[src/rtl/atd_pkg.sv]
package atd_pkg;
    localparam int ADDR_W     = 32;
    localparam int ALIGN_BITS = 3;

    typedef enum logic [1:0] {
        TEN_IDLE  = 2'd0,
        TEN_START = 2'd1,
        TEN_HOLD  = 2'd2
    } ten_state_e;

    typedef struct packed {
        logic [ADDR_W-1:0] addr;
        logic              burst;
    } ten_req_t;

    typedef struct packed {
        logic              valid;
        logic [ADDR_W-1:0] addr;
    } snoop_cap_t;

    function automatic logic tenure_open(input ten_state_e s);
        return s != TEN_IDLE;
    endfunction
endpackage

[src/rtl/atd_align.sv]
module atd_align #(
    parameter int AW = atd_pkg::ADDR_W,
    parameter int AB = atd_pkg::ALIGN_BITS
) (
    input  logic [AW-1:0] addr_in,
    input  logic          burst,
    output logic [AW-1:0] addr_out
);
    generate
        if (AB == 0) begin : g_none
            logic unused_burst;
            assign unused_burst = burst;
            assign addr_out = addr_in;
        end else begin : g_mask
            localparam logic [AW-1:0] LOW_MASK = AW'((1 << AB) - 1);
            assign addr_out = burst ? (addr_in & ~LOW_MASK) : addr_in;
        end
    endgenerate
endmodule

[src/rtl/atd_master.sv]
module atd_master
    import atd_pkg::*;
#(
    parameter int AW = ADDR_W,
    parameter int AB = ALIGN_BITS
) (
    input  logic          clk,
    input  logic          rst,
    input  logic          req_valid,
    output logic          req_ready,
    input  logic [AW-1:0] req_addr,
    input  logic          req_burst,
    input  logic          aack_i,
    output logic          ts_o,
    output logic          abb_o,
    output logic [AW-1:0] a_out,
    output logic          a_oe
);
    ten_state_e    state_q, state_d;
    logic [AW-1:0] addr_q;
    logic [AW-1:0] aligned;
    logic          burst_q;
    logic          accept;

    atd_align #(.AW(AW), .AB(AB)) u_align (
        .addr_in  (req_addr),
        .burst    (req_burst),
        .addr_out (aligned)
    );

    assign accept = req_valid && (state_q == TEN_IDLE);

    always_comb begin
        state_d = state_q;
        unique case (state_q)
            TEN_IDLE:  if (accept) state_d = TEN_START;
            TEN_START: state_d = aack_i ? TEN_IDLE : TEN_HOLD;
            TEN_HOLD:  if (aack_i) state_d = TEN_IDLE;
            default:   state_d = TEN_IDLE;
        endcase
    end

    always_ff @(posedge clk) begin
        if (rst) begin
            state_q <= TEN_IDLE;
            addr_q  <= '0;
            burst_q <= 1'b0;
        end else begin
            state_q <= state_d;
            if (accept) begin
                addr_q  <= aligned;
                burst_q <= req_burst;
            end
        end
    end

    assign req_ready = (state_q == TEN_IDLE);
    assign ts_o      = (state_q == TEN_START);
    assign abb_o     = tenure_open(state_q);
    assign a_oe      = tenure_open(state_q);
    assign a_out     = addr_q;

    p_ts_single_r3: assert property (@(posedge clk) disable iff (rst)
        ts_o |=> !ts_o);
    p_ts_under_busy_r3: assert property (@(posedge clk) disable iff (rst)
        ts_o |-> abb_o);
    p_hold_addr_r4: assert property (@(posedge clk) disable iff (rst)
        (abb_o && !ts_o) |-> $stable(a_out));
    p_release_r5: assert property (@(posedge clk) disable iff (rst)
        (abb_o && aack_i) |=> (!a_oe && !abb_o && req_ready));
    p_ready_r1: assert property (@(posedge clk) disable iff (rst)
        abb_o |-> !req_ready);
    p_no_precharge_r6: assert property (@(posedge clk) disable iff (rst)
        $fell(a_oe) |-> $stable(a_out));
    p_burst_align_r7: assert property (@(posedge clk) disable iff (rst)
        (a_oe && burst_q && AB > 0) |-> (a_out[0] == 1'b0));
endmodule

[src/rtl/atd_snoop.sv]
module atd_snoop
    import atd_pkg::*;
#(
    parameter int AW = ADDR_W
) (
    input  logic          clk,
    input  logic          rst,
    input  logic          ts_i,
    input  logic          own_ts,
    input  logic [AW-1:0] a_in,
    output logic          snp_valid,
    output logic [AW-1:0] snp_addr
);
    snoop_cap_t cap_q;
    logic       take;

    assign take = ts_i && !own_ts;

    always_ff @(posedge clk) begin
        if (rst) begin
            cap_q <= '0;
        end else begin
            cap_q.valid <= take;
            if (take) cap_q.addr <= a_in;
        end
    end

    assign snp_valid = cap_q.valid;
    assign snp_addr  = cap_q.addr;

    p_snoop_pulse_r8: assert property (@(posedge clk) disable iff (rst)
        snp_valid |-> $past(ts_i && !own_ts));
    p_snoop_value_r8: assert property (@(posedge clk) disable iff (rst)
        snp_valid |-> (snp_addr == $past(a_in)));
    p_snoop_ignore_r9: assert property (@(posedge clk) disable iff (rst)
        !snp_valid |-> $stable(snp_addr));
endmodule

[src/rtl/addr_tenure_ctl.sv]
module addr_tenure_ctl
    import atd_pkg::*;
(
    input  logic              clk,
    input  logic              rst,
    input  logic              req_valid,
    output logic              req_ready,
    input  logic [ADDR_W-1:0] req_addr,
    input  logic              req_burst,
    output logic              ts_o,
    output logic              abb_o,
    input  logic              aack_i,
    output logic [ADDR_W-1:0] a_out,
    output logic              a_oe,
    input  logic              ts_i,
    input  logic [ADDR_W-1:0] a_in,
    output logic              snp_valid,
    output logic [ADDR_W-1:0] snp_addr
);
    logic own_ts;

    atd_master #(.AW(ADDR_W), .AB(ALIGN_BITS)) u_master (
        .clk       (clk),
        .rst       (rst),
        .req_valid (req_valid),
        .req_ready (req_ready),
        .req_addr  (req_addr),
        .req_burst (req_burst),
        .aack_i    (aack_i),
        .ts_o      (own_ts),
        .abb_o     (abb_o),
        .a_out     (a_out),
        .a_oe      (a_oe)
    );

    assign ts_o = own_ts;

    atd_snoop #(.AW(ADDR_W)) u_snoop (
        .clk       (clk),
        .rst       (rst),
        .ts_i      (ts_i),
        .own_ts    (own_ts),
        .a_in      (a_in),
        .snp_valid (snp_valid),
        .snp_addr  (snp_addr)
    );

    p_snoop_not_own_r9: assert property (@(posedge clk) disable iff (rst)
        (ts_o && ts_i) |=> !snp_valid);
endmodule

[config.mk]
export PLATFORM = sky130hd
export DESIGN_NAME = addr_tenure_ctl
export DESIGN_NICKNAME = d
export VERILOG_FILES = /design/src/rtl/atd_pkg.sv /design/src/rtl/atd_align.sv /design/src/rtl/atd_master.sv /design/src/rtl/atd_snoop.sv /design/src/rtl/addr_tenure_ctl.sv
export SDC_FILE = /design/constraint.sdc
export NUM_CORES = 1
export LEC_CHECK = 0
export BUFFER_PORTS_ARGS = -buffer_cell sky130_fd_sc_hd__buf_2
export CAP_MARGIN = 20
export CORE_MARGIN = 2
export CORE_UTILIZATION = 48
export DETAILED_ROUTE_END_ITERATION = 8
export PLACE_DENSITY = 0.95
export SETUP_SLACK_MARGIN = 0.02
export SYNTH_ARGS = -nofsm -noshare
export SYNTH_HDL_FRONTEND = slang
export SYNTH_SLANG_ARGS = --single-unit
[constraint.sdc]
create_clock -name clk -period 2.5 [get_ports clk]
set_input_delay 0.375 -clock clk [delete_from_list [all_inputs] [get_ports clk]]
set_output_delay 0.375 -clock clk [all_outputs]
set_load 0.02 [all_outputs]
Word-level counts from Yosys, hierarchy flattened

Cells that the tools add are included.

Word-level logic and storage cells: 19
Bits in registers: 67
Input port bits: 70
Output and inout bits: 69

Reduce and logical (&&, ||, !) cells: 6
Eq/ne operators: 4
Multiplexer cells: 5

Operators with widths:

| kind                 | count |
|---|---|
| $mux W2              | 3 |
| $pmux W2 S3          | 1 |
| $mux W3              | 1 |
| $eq A2 B1 Y1 const B | 1 |
| $eq A2 B2 Y1 const B | 1 |
| $logic_and A1 B1 Y1  | 2 |
| $logic_not A2 Y1     | 1 |
| $ne A2 B1 Y1 const B | 1 |
| $ne A2 B2 Y1 const B | 1 |
| $reduce_and A2 Y1    | 1 |
| $reduce_bool A2 Y1   | 1 |
| $logic_not A1 Y1     | 1 |

Depth between registers and ports, before layout

Depth after elaboration: 4
Gate-level depth with buffers: 6
Mapped depth without buffers: 4

Hierarchy

From an unflattened synthesis, not the netlist that was laid out.

Cell total of the unflattened synthesis: 328
Area, all modules: 3280.6 um2

By module, submodules not included:

| module     | times used | seq. area each (um2) | area each (um2) | cells each |
|---|---|---|---|---|
| atd_master | 1          | 680.7                | 1557.7          | 149 |
| atd_snoop  | 1          | 660.6                | 1486.4          | 147 |
| atd_align  | 1          | 0.0                  | 236.5           | 32 |

Least setup slack after synthesis

No wires, ideal clock.

Path kind: input to register
Start point: in req_valid
End point: reg u_master.addr_q[5], in the netlist u_master.a_out[5]
Setup slack: 1.252 ns
Stages on the path: 5
Data arrival time: 1.117 ns
Required time: 2.369 ns
Path buffers: 2
Library setup time: 0.131 ns
Cell sequence: or3b_1 buf_6 buf_12 nand2_4 a21oi_2

Cells in the longest elaborated chain, start to end: 1

RTL lines:

| item                 | RTL line             | text |
|---|---|---|
| from (decl)          | addr_tenure_ctl.sv:6 | `input logic req_valid,` |
| $logic_and A1 B1 Y1  | atd_master.sv:31     | `assign accept = req_valid && (state_q == TEN_IDLE);` |
| to (signal assigned) | atd_master.sv:51     | `addr_q <= aligned;` |
| to (decl)            | atd_master.sv:20     | `logic [AW-1:0] addr_q;` |

Every way passes these cells.
A chain may end at the register's enable or synchronous reset.

Worst setup path in the final report

Start point: reg u_master.state_q[0]
End point: out ts_o

Cells in the longest elaborated chain, start to end: 1

RTL lines:

| item                   | RTL line              | text |
|---|---|---|
| from (decl)            | atd_master.sv:19      | `ten_state_e state_q, state_d;` |
| from (signal assigned) | atd_master.sv:49      | `state_q <= state_d;` |
| $eq A2 B1 Y1           | atd_master.sv:58      | `assign ts_o = (state_q == TEN_START);` |
| to (decl)              | addr_tenure_ctl.sv:10 | `output logic ts_o,` |

Every way passes these cells.

==> impl_metrics.tcl <==
set metrics [dict create \
    status "complete, no violations" \
    placeableCoreArea_um2 5140 \
    synth_cell_type_count 25 \
    rows 26 \
    drv_slew 0 \
    placement.cell_area_um2 3240 \
    crit_slowest_cell "dfxtp_1" \
    cts_buffers 9 \
    wl_per_cell_um 13.8 \
    drt-initial-drc-count 107 \
    stdcell_area_um2 3430 \
    worstHoldPathType "primary input to flop" \
    synthCells 299 \
    grt_first_pass_wirelength_um 11000 \
    dp.final_hpwl_um 4740 \
    grt.met2_usage 0.400 \
    syn_area_um2 2590 \
    synth_warnings 0 \
    fmax_mhz 549 \
    use_met3 0.0616 \
    maxCapViolCount 0 \
    ys_seq_area_frac 0.518 \
    min_period_over_period 0.728 \
    dieArea_um2 5990 \
    timing.rr.start "u_master.state_q[0]" \
    num_io_pins 139 \
    area_delta_synth_final_pct 32.5 \
    setup_tns_ns 0 \
    critPathMaxStageDelay_ns 0.48 \
    worstSetupEndpointType "primary output" \
    post-route-min-period_ns 1.82 \
    gp_congestion 0.727 \
    required_ns 2.12 \
    busiest_layer "met2" \
    io_buffers 138 \
    antenna_found_initial 0 \
    dpl.cell_count 483 \
    initial_core_util 0.503 \
    power_density_nw_per_um2 712 \
    clock_path_buffers 2 \
    hold_viol_final 0 \
    worstPathBufferInverterCount 2 \
    worstPathArrival_ns 1.45 \
    cts-root-buf "clkbuf_8" \
    cpLargestDelayFamily "buffers and inverters" \
    startpoint_type "flop" \
    firstDrtPassIters 4 \
    grt_pass1_vias 2506 \
    yosys.area.top_type "dfxtp_1" \
    ys_seq_elements 67 \
    path_cells "nand2b_1, inv_2, buf_2" \
    setup_viol 0 \
    post-route-drc-count 0 \
    tightest_slew_ns 1.02 \
    layout.nets 494 \
    grt_max_degree 68 \
    stdcell_count 499 \
    gr-usage-met1 0.255 \
    htreeDepth 3 \
    post_cts_buffers 0 \
    rsz0062_at_grt "no" \
    synth_area_leaders "dfxtp_1, a21oi_1, nand2_1" \
    p_leak_nw 1.64 \
    antenna_cells 0 \
    cts_hold_buf 0 \
    syn_nets 369 \
    finalWirelength_um 6910 \
    critPathMaxFanout 17 \
    via_count 2559 \
    maxSlewHeadroom 0.320 \
    clock_sinks 67 \
    layout-drive-gt1-share 0.427 \
    critPathKind "flop to primary output" \
    clock_latency_ns 0.33 \
    viasPerCell 5.13 \
    min-delay-start "aack_i" \
    ctsResizeCount 0 \
    globalRouteOverflowTotal 0 \
    crit_start "u_master.state_q[0]" \
    finalClockSkew_ns 0.00680 \
    track_usage 0.227 \
    clkTransAtPathRegs_ns 0.07 \
    yosysTopAreaCellShare 0.518 \
    fp.dieH_um 77.4 \
    cts_tree "yes" \
    max-vdd-ir-drop_uv 521 \
    avgSynthCellArea_um2 8.65 \
    dieWidth_um 77.4 \
    ant_nets 0 \
]
==> area by class of cell <==
type / instances / area, um^2
fillers: 433 / 1710
repair buffers: 143 / 728
clock inverters: 7 / 68.8
flip-flops and latches: 67 / 1340
well taps: 70 / 87.6
inverters: 3 / 11.3
multi-input cells: 200 / 1070
clock buffers: 9 / 124
==> cell usage in the layout (no fill, tap or decap), drive strengths merged, types with 3 or more instances in the layout <==
master	synthesis	layout
a21oi	64	64
dfxtp	67	67
buf	18	143
nand3b	3	3
nand2	61	61
nand3	32	32
o21ai	32	32
clkinv	0	4
clkbuf	11	9
inv	3	3
==> metrics by stage <==
stage	utilization	power, W	hold WS, ns	setup WS, ns
5_1_grt	0.667	0.00256	0.207	0.584
3_5_place_dp	0.630	0.00160	0.445	0.709
3_3_place_gp	0.630	0.00159	0.438	0.788
4_1_cts	0.667	0.00246	0.191	0.678
2_1_floorplan	-	0.00146	0.452	1.25
6_report	0.667	0.00244	0.207	0.679
==> per-layer routing <==
metal	part of all wire	wire length, um
met2	0.49	3370
met1	0.41	2810
met3	0.088	610
met5	0	0
met4	0.017	119
==> report_power, final <==
group | internal (W) | total (W) | switching [W] | leakage [nW]
Sequential | 0.00113 | 0.00117 | 0.0000383 | 0.551
Clock | 0.000456 | 0.000863 | 0.000407 | 0.0950
Combinational | 0.000146 | 0.000407 | 0.000261 | 0.993
Total | 0.00173 | 0.00244 | 0.000706 | 1.64
==> state kept, by name, summed over array words and instances (netlist names) <==
signal             cells
u_master.state_q       2
u_snoop.snp_valid      1
u_snoop.snp_addr      32
u_master.a_out        32
==> synth_stat cells (all sizes together) <==
cell type / instances
buf: 18
nand2b: 1
nor3: 2
nand2: 61
or2: 1
nand3b: 3
nand3: 32
clkbuf: 11
nor3b: 1
or3b: 1
inv: 3
nor2: 1
xnor2: 1
a21oi: 64
o21ai: 32
dfxtp: 67
==> logic make-up (layout without fill, tap and decap cells) <==
group / Yosys count / in the layout / share of synthesized area
buffers and inverters: 32 / 162 / 0.0716
xor gates and xnor gates: 1 / 1 / 0.00339
AOI/OAI and AO/OA: 96 / 96 / 0.200
and+or+nand+nor: 103 / 103 / 0.206
DFF: 67 / 67 / 0.518
==> path summary, 6_finish.rpt <==
check	endpoint	slack (ns)	depth (start not counted)
max	ts_o	0.68	3
min	u_master.state_q[1]	0.21	2
max reg2reg	u_master.a_out[17]	0.72	3
min reg2reg	u_master.a_out[25]	0.45	2
(Power assumes the default switching activity.)
